[config.mk]
export PLATFORM = sky130hd
export DESIGN_NAME = parCycleEngine
export DESIGN_NICKNAME = d
export VERILOG_FILES = /design/src/rtl/parCyclePkg.sv /design/src/rtl/parCycleCtrl.sv /design/src/rtl/parCycleDatapath.sv /design/src/rtl/parCycleEngine.sv
export SDC_FILE = /design/constraint.sdc
export NUM_CORES = 1
export LEC_CHECK = 0
export ABC_CLOCK_PERIOD_IN_PS = 2110
export BUFFER_PORTS_ARGS = -buffer_cell sky130_fd_sc_hd__buf_2
export CAP_MARGIN = 10
export CORE_AREA = 8 8 89 91
export DETAILED_ROUTE_END_ITERATION = 8
export DIE_AREA = 0 0 97 99
export SYNTH_ARGS = -nofsm -noshare
export SYNTH_HDL_FRONTEND = slang
export SYNTH_SLANG_ARGS = --single-unit
[constraint.sdc]
create_clock -name clk -period 2.11 [get_ports clk]
set_clock_uncertainty 0.05 [all_clocks]
set_input_delay 0.211 -clock clk [delete_from_list [all_inputs] [get_ports clk]]
set_output_delay 0.211 -clock clk [all_outputs]
set_load 0.01 [all_outputs]
[src/rtl/parCyclePkg.sv]
package parCyclePkg;

  // bit 1: read, bit 0: data strobe
  typedef enum logic [1:0] {
    CYC_ADDR_WR = 2'b00,
    CYC_DATA_WR = 2'b01,
    CYC_ADDR_RD = 2'b10,
    CYC_DATA_RD = 2'b11
  } cycKind_t;

  typedef struct packed {
    logic accept;    // request taken this cycle
    logic busy;      // a cycle owns the pins
    logic strobeOn;  // strobe phase active
    logic finish;    // normal completion this cycle
    logic abort;     // watchdog abort this cycle
  } seqCtl_t;

endpackage

[src/rtl/parCycleCtrl.sv]
module parCycleCtrl
  import parCyclePkg::*;
#(
  parameter int TIMEOUT_CYC = 500,
  parameter int SYNC_STAGES = 2
) (
  input  logic    clk,
  input  logic    rstN,
  input  logic    modeNew,
  input  logic    reqValid,
  input  logic    waitNAsync,
  output logic    reqReady,
  output seqCtl_t ctl
);

  localparam int CNT_W = $clog2(TIMEOUT_CYC + 1);
  localparam logic [CNT_W-1:0] CNT_LAST = CNT_W'(TIMEOUT_CYC - 1);

  typedef enum logic [1:0] {ST_IDLE, ST_ARM, ST_STRB} seqState_t;

  seqState_t state;
  logic [SYNC_STAGES-1:0] syncQ;
  logic [CNT_W-1:0] cnt;
  logic modeQ;
  logic sawLow;
  logic waitHigh;
  logic done;
  logic timeUp;
  logic abortNow;

  always_ff @(posedge clk or negedge rstN) begin
    if (!rstN) syncQ <= '1;
    else       syncQ <= {syncQ[SYNC_STAGES-2:0], waitNAsync};
  end

  assign waitHigh = syncQ[SYNC_STAGES-1];
  assign timeUp   = (cnt == CNT_LAST);
  assign done     = (state == ST_STRB) && waitHigh && (modeQ || sawLow);
  assign abortNow = (state != ST_IDLE) && timeUp && !done;

  always_ff @(posedge clk or negedge rstN) begin
    if (!rstN) begin
      state  <= ST_IDLE;
      cnt    <= '0;
      modeQ  <= 1'b0;
      sawLow <= 1'b0;
    end else begin
      case (state)
        ST_IDLE: begin
          if (reqValid) begin
            state  <= modeNew ? ST_ARM : ST_STRB;
            modeQ  <= modeNew;
            cnt    <= '0;
            sawLow <= 1'b0;
          end
        end
        ST_ARM: begin
          cnt <= cnt + 1'b1;
          if (abortNow)       state <= ST_IDLE;
          else if (!waitHigh) state <= ST_STRB;
        end
        ST_STRB: begin
          cnt <= cnt + 1'b1;
          if (!waitHigh) sawLow <= 1'b1;
          if (done || abortNow) state <= ST_IDLE;
        end
        default: state <= ST_IDLE;
      endcase
    end
  end

  assign reqReady     = (state == ST_IDLE);
  assign ctl.accept   = (state == ST_IDLE) && reqValid;
  assign ctl.busy     = (state != ST_IDLE);
  assign ctl.strobeOn = (state == ST_STRB);
  assign ctl.finish   = done;
  assign ctl.abort    = abortNow;


  cnt_bound_chk: assert property (@(posedge clk) disable iff (!rstN)
    (state != ST_IDLE) |-> (cnt < CNT_W'(TIMEOUT_CYC)));


  old_needs_low_chk: assert property (@(posedge clk) disable iff (!rstN)
    (ctl.finish && !modeQ) |-> sawLow);


  new_holdoff_chk: assert property (@(posedge clk) disable iff (!rstN)
    ((state == ST_ARM) && waitHigh && !timeUp) |=> (state == ST_ARM));

endmodule

[src/rtl/parCycleDatapath.sv]
module parCycleDatapath
  import parCyclePkg::*;
#(
  parameter int DATA_W = 8
) (
  input  logic              clk,
  input  logic              rstN,
  input  seqCtl_t           ctl,
  input  logic [1:0]        reqType,
  input  logic [DATA_W-1:0] reqWrData,
  output logic              rspValid,
  output logic              rspErr,
  output logic [DATA_W-1:0] rspRdData,
  input  logic              statWrEn,
  input  logic              statWrBit0,
  input  logic              statRdEn,
  output logic              statTimeout,
  input  logic              sppWriteN,
  input  logic              sppDStrbN,
  input  logic              sppAStrbN,
  input  logic              sppDirIn,
  input  logic [DATA_W-1:0] sppData,
  output logic              pinWriteN,
  output logic              pinDataStrbN,
  output logic              pinAddrStrbN,
  output logic [DATA_W-1:0] pinDataOut,
  output logic              pinDataOe,
  input  logic [DATA_W-1:0] pinDataIn
);

  cycKind_t          kindQ;
  logic [DATA_W-1:0] wrQ;
  logic              isRead;
  logic              isData;

  assign isRead = kindQ[1];
  assign isData = kindQ[0];

  always_ff @(posedge clk or negedge rstN) begin
    if (!rstN) begin
      kindQ <= CYC_ADDR_WR;
      wrQ   <= '0;
    end else if (ctl.accept) begin
      kindQ <= cycKind_t'(reqType);
      wrQ   <= reqWrData;
    end
  end

  always_ff @(posedge clk or negedge rstN) begin
    if (!rstN) begin
      rspValid  <= 1'b0;
      rspErr    <= 1'b0;
      rspRdData <= '0;
    end else begin
      rspValid <= ctl.finish || ctl.abort;
      if (ctl.finish || ctl.abort) begin
        rspErr    <= ctl.abort;
        rspRdData <= (ctl.finish && isRead) ? pinDataIn : '0;
      end
    end
  end

  always_ff @(posedge clk or negedge rstN) begin
    if (!rstN)                                 statTimeout <= 1'b0;
    else if (ctl.abort)                        statTimeout <= 1'b1;
    else if (statRdEn || (statWrEn && statWrBit0)) statTimeout <= 1'b0;
  end

  always_comb begin
    if (ctl.busy) begin
      pinWriteN    = isRead;
      pinAddrStrbN = !(ctl.strobeOn && !isData);
      pinDataStrbN = !(ctl.strobeOn && isData);
      pinDataOut   = wrQ;
      pinDataOe    = !isRead;
    end else begin
      pinWriteN    = sppWriteN;
      pinAddrStrbN = sppAStrbN;
      pinDataStrbN = sppDStrbN;
      pinDataOut   = sppData;
      pinDataOe    = !sppDirIn;
    end
  end


  rsp_pulse_chk: assert property (@(posedge clk) disable iff (!rstN)
    rspValid |=> !rspValid);


  timeout_flag_chk: assert property (@(posedge clk) disable iff (!rstN)
    ctl.abort |=> statTimeout);


  abort_release_chk: assert property (@(posedge clk) disable iff (!rstN)
    (rspValid && rspErr) |-> (!ctl.strobeOn || $past(ctl.accept)));


  one_strobe_chk: assert property (@(posedge clk) disable iff (!rstN)
    ctl.busy |-> (pinAddrStrbN || pinDataStrbN));

endmodule

[src/rtl/parCycleEngine.sv]
module parCycleEngine
  import parCyclePkg::*;
#(
  parameter int DATA_W      = 8,
  parameter int TIMEOUT_CYC = 500,
  parameter int SYNC_STAGES = 2
) (
  input  logic              clk,
  input  logic              rstN,
  input  logic              modeNew,
  input  logic              reqValid,
  input  logic [1:0]        reqType,
  input  logic [DATA_W-1:0] reqWrData,
  output logic              reqReady,
  output logic              rspValid,
  output logic              rspErr,
  output logic [DATA_W-1:0] rspRdData,
  input  logic              statWrEn,
  input  logic              statWrBit0,
  input  logic              statRdEn,
  output logic              statTimeout,
  input  logic              sppWriteN,
  input  logic              sppDStrbN,
  input  logic              sppAStrbN,
  input  logic              sppDirIn,
  input  logic [DATA_W-1:0] sppData,
  output logic              pinWriteN,
  output logic              pinDataStrbN,
  output logic              pinAddrStrbN,
  output logic [DATA_W-1:0] pinDataOut,
  output logic              pinDataOe,
  input  logic [DATA_W-1:0] pinDataIn,
  input  logic              pinWaitN
);

  seqCtl_t ctl;

  parCycleCtrl #(
    .TIMEOUT_CYC(TIMEOUT_CYC),
    .SYNC_STAGES(SYNC_STAGES)
  ) u_ctrl (
    .clk       (clk),
    .rstN      (rstN),
    .modeNew   (modeNew),
    .reqValid  (reqValid),
    .waitNAsync(pinWaitN),
    .reqReady  (reqReady),
    .ctl       (ctl)
  );

  parCycleDatapath #(
    .DATA_W(DATA_W)
  ) u_dp (
    .clk         (clk),
    .rstN        (rstN),
    .ctl         (ctl),
    .reqType     (reqType),
    .reqWrData   (reqWrData),
    .rspValid    (rspValid),
    .rspErr      (rspErr),
    .rspRdData   (rspRdData),
    .statWrEn    (statWrEn),
    .statWrBit0  (statWrBit0),
    .statRdEn    (statRdEn),
    .statTimeout (statTimeout),
    .sppWriteN   (sppWriteN),
    .sppDStrbN   (sppDStrbN),
    .sppAStrbN   (sppAStrbN),
    .sppDirIn    (sppDirIn),
    .sppData     (sppData),
    .pinWriteN   (pinWriteN),
    .pinDataStrbN(pinDataStrbN),
    .pinAddrStrbN(pinAddrStrbN),
    .pinDataOut  (pinDataOut),
    .pinDataOe   (pinDataOe),
    .pinDataIn   (pinDataIn)
  );

endmodule

Word level (Yosys, flattened, before mapping)
Cells that the tools add are included.
W data, S select, Z words.
- input bits: 38
- word-level logic and storage cells: 66
- output and inout bits: 24
- register bits: 36
- $add $sub $neg: 1
- equal/unequal tests: 7
- reduce and logical (&&, ||, !) cells: 28
- multiplexer cells: 19
- operator list (operator ; count):
    $pmux W9 S2 ; 1
    $mux W8 ; 2
    $mux W2 ; 5
    $add A9 B1 Y9 const B ; 1
    $eq A9 B9 Y1 const B ; 1
    $logic_and A1 B1 Y1 ; 9
    $mux W9 ; 1
    $mux W1 ; 8
    $reduce_bool A2 Y1 ; 4
    $logic_not A1 Y1 ; 6
    $ne A2 B2 Y1 const B ; 3
    $pmux W2 S3 ; 1
    $reduce_and A3 Y1 ; 2
    $reduce_and A2 Y1 ; 2
    $logic_or A1 B1 Y1 ; 3
    $ne A3 B3 Y1 const B ; 1
    $eq A2 B1 Y1 const B ; 1
    $eq A2 B2 Y1 const B ; 1
    $logic_not A2 Y1 ; 1
    $pmux W1 S2 ; 1
    $reduce_or A2 Y1 ; 1

Logic depth before layout (Yosys ltp)
- word-level depth: 8
- gate-level depth with buffers: 7
- gate-level depth less buffers: 6

Modules after synthesis
A second synthesis with hierarchy kept.
- cells, all modules: 153
- area total of the unflattened synthesis: 1771.7 µm²
- by module, submodules not included (module ; times used ; area each (µm²) ; cells each ; seq. area each (µm²)):
    parCycleDatapath ; 1 ; 927.1 ; 66 ; 525.5
    parCycleCtrl ; 1 ; 844.6 ; 87 ; 377.9

Worst setup path before layout
No wires, ideal clock.
- kind: flip-flop to output port
- from: register u_ctrl.state[1]
- to: output port pinDataOe
- slack: 381 ps
- arrival time: 1468 ps
- buffers on the path: 2
- stages on the path, launching flop included: 6
- required time: 1849 ps
- path through: dfrtp_1 -> inv_1 -> ha_1 -> buf_2 -> buf_1 -> mux2i_1
- longest elaborated chain between the ends: 2
- RTL lines (what ; RTL line ; text):
    start: declaration ; parCycleCtrl.sv:21 ; seqState_t state;
    start signal: assignment ; parCycleCtrl.sv:51 ; state <= modeNew ? ST_ARM : ST_STRB;
    $reduce_bool A2 Y1 ; parCycleCtrl.sv:74 ; assign ctl.busy = (state != ST_IDLE);
    $mux W1 ; parCycleDatapath.sv:70 ; if (ctl.busy) begin
    end: declaration ; parCycleEngine.sv:31 ; output logic pinDataOe,
Every way passes these cells.

Final worst setup path
- from: register u_ctrl.state[1]
- to: output port pinDataOut[2]
- longest elaborated chain between the ends: 2
- RTL lines (what ; RTL line ; text):
    $reduce_bool A2 Y1 ; parCycleCtrl.sv:74 ;
    $mux W8 ; parCycleDatapath.sv:70 ;
    end: declaration ; parCycleEngine.sv:30 ; output logic [DATA_W-1:0] pinDataOut,
Every way passes these cells.

==> impl_metrics.json <==
{
  "reg2reg_depth": 8,
  "power_mw": 3.39,
  "route.vias.total": 1491,
  "hold_class": "input pin to flip-flop",
  "grt_pass1_vias": 1668,
  "final_cells": 319,
  "cts_tree": "built",
  "async_flop_share": 1.00,
  "grt_max_degree": 37,
  "cp.required_ps": 1850,
  "cts_buffers": 5,
  "synth_top_area_frac": 0.448,
  "place_inst": 307,
  "yosysTopAreaCell": "dfrtp_1",
  "synthCells": 172,
  "path_max_fanout": 9,
  "cts_buffer_depth": 2,
  "dp_hpwl_mm": 3.39,
  "startpoint": "u_ctrl.state[1]$_DFFE_PN0P_",
  "viasPerCell": 4.67,
  "synth.avg_cell_area_sq_um": 11.0,
  "endpoint": "pinDataOut[2]",
  "portBuffers": 61,
  "cts-root-buf": "clkbuf_8",
  "synth_area_leaders": "dfrtp_1 45%, mux2_2 13%, a22o_1 3.7%, o21ai_0 3.4%, mux2i_1 3.2%",
  "antenna_found_initial": 0,
  "initial_core_util": 0.289,
  "drive_above_1_share": 0.456,
  "power_density_nw_per_um2": 1400,
  "hold_slack_ps": 77.8,
  "routedWlPerCell_um": 13.9,
  "ys_seq_area_frac": 0.475,
  "gp_congestion": 0.751,
  "ir_drop_mv": 0.721,
  "yosys_warnings": 0,
  "finalCritPeriodShare": 0.938,
  "critical_path_class": "flip-flop to output pin",
  "cpMaxStageDelayCell": "dfrtp_1",
  "overflow": 0,
  "rsz0062_at_grt": "false",
  "slew_viol_final": 0,
  "grt_util_all_layers": 0.0962,
  "end_kind": "output pin",
  "finalWirelength_mm": 4.43,
  "reg2reg_to": "u_ctrl.state[0]$_DFFE_PN0P_",
  "finalNetCount": 280,
  "drtPass1Iterations": 4,
  "synth-main-ff-cell": "dfrtp_1",
  "grt_pass1_wl_mm": 7.74,
  "synth_edf_count": 0,
  "die_w_um": 97,
  "pin_count": 62,
  "die-area_sq_um": 9600,
  "drv_cap": 0,
  "crit_path_start_kind": "flip-flop",
  "cts.htree.levels": 2,
  "synth_nets": 214,
  "p_leak_nw": 1.18,
  "max_stage_delay_ps": 390,
  "fin_crit_ps": 1980,
  "max_slew.worst_pin.slew_ps": 802,
  "cts.clk_slew.worst_paths_ps": 80,
  "critPathArrivalTime_ps": 1720,
  "setup_violations": 0,
  "core_area_sq_um": 6570,
  "fp.dieH_um": 99,
  "syn2layout_area_growth_pct": 27.0,
  "path_cells": "inv_1 -> ha_1 -> buf_6 -> buf_4 -> mux2_2 -> buf_2",
  "drtIter0Drc": 20,
  "clock_sinks": 36,
  "fmax_mhz": 505,
  "r2r_start": "u_ctrl.state[0]$_DFFE_PN0P_",
  "diodes": 0,
  "ys_seq_elements": 36,
  "postRouteAntennaNets": 0,
  "status": "finished, final reports clean",
  "rows": 30,
  "clk_latency_ps": 290,
  "r2r_slack_ps": 210,
  "fin_setup_tns_ps": 0,
  "slew_headroom": 0.465,
  "syn_area_sq_um": 1900,
  "hold_viol": 0,
  "drc": 0,
  "synthDistinctLibCells": 42
}
## flip-flops by register name (all words and copies together) (netlist names)
name,cells
u_ctrl.modeQ,1
u_ctrl.cnt,9
u_dp.rspErr,1
u_ctrl.syncQ,2
u_ctrl.sawLow,1
u_dp.rspValid,1
u_dp.wrQ,8
u_dp.kindQ,2
u_dp.statTimeout,1
u_ctrl.state,2
u_dp.rspRdData,8
## synthesized netlist by cell type, types with 2 or more instances
cell type,instances
a21oi_1,6
a22o_1,8
a22oi_1,3
and3_1,2
buf_2,6
dfrtp_1,34
dfstp_2,2
ha_1,4
inv_1,7
mux2_2,22
mux2i_1,6
nand2_1,15
nand3_1,7
nor2_1,10
o21ai_0,13
## layout make-up
type                       count  area (sq um)
sequential                    36           903
clock buffer                   6          72.6
tap                           80           100
fill                         660          4160
timing repair buffer          69           374
inverter                       8          30.0
multi-input combinational    118           917
clock inverter                 2          16.3
## per-layer routing
layer  up-vias  wire length (um)  GRT usage
li1        743                 -          -
met1       695              2040      0.111
met2        46              2000      0.159
met3         7               327     0.0357
met4         0                65     0.0343
met5         -                 0          0
## what timing repair did
item,4_1_cts,5_1_grt
buffers inserted,0,2
hold endpoints to repair,13,0
hold buffers,2,0
gates resized for setup,0,1
endpoints found under the setup margin,0,2
## worst min path at each step
stage,startpoint,cells after the start,slack (ps),end
final,pinDataIn[3],2,80,u_dp.rspRdData[3]$_DFFE_PN0P_
after global routing,pinDataIn[6],2,90,u_dp.rspRdData[6]$_DFFE_PN0P_
after CTS,pinDataIn[3],2,70,u_dp.rspRdData[3]$_DFFE_PN0P_
after detailed placement,pinWaitN,1,270,u_ctrl.syncQ[0]$_DFF_PN1_
after global placement,pinWaitN,1,270,u_ctrl.syncQ[0]$_DFF_PN1_
after floorplan,rstN,0,-130,u_ctrl.cnt[0]$_DFFE_PN0P_
## cell families (layout without fill, tap and decap cells)
group	count (synthesis)	after routing	share of synthesized area
simple gates	45	45	0.140
buf+inv	18	85	0.0421
compound gates	40	40	0.150
fa+ha+maj	4	4	0.0263
mux	28	28	0.162
flops	36	36	0.475
xor+xnor	1	1	0.00461
## placed cells by master, fill, tap and decap left out, types with 2 or more instances in the layout
cell and n:
a21oi_1 6, a22o_1 8, a22oi_1 3, and3_1 2, buf_2 61, buf_4 5
clkbuf_8 5, dfrtp_1 34, dfstp_2 2, dlygate4sd3_1 2, ha_1 4, inv_1 7
mux2_2 22, mux2i_1 6, nand2_1 15, nand3_1 7, nor2_1 10, o21ai_0 13
## report_power, final
part           switching [mW]  internal [mW]  leakage (nW)
Sequential              0.164          0.938         0.456
Clock                   0.264          0.235        0.0414
Combinational           0.905          0.885         0.679
Total                    1.33           2.06          1.18
## stage by stage
stage                     instance area, sq um  setup slack, ps   util
after detailed placement                  2290              306  0.348
after CTS                                 2390             26.3  0.365
after floorplan                           1900              381      -
final                                     2410              130  0.367
after global routing                      2410             44.7  0.367
after global placement                    2290              333  0.348
## worst max-delay path: cells and delay by family (launching register included)
family	cells	cell delay [ps]
mux	1	320
flops	1	390
buf+inv	4	520
fa+ha+maj	1	200
(Power assumes the default switching activity.)
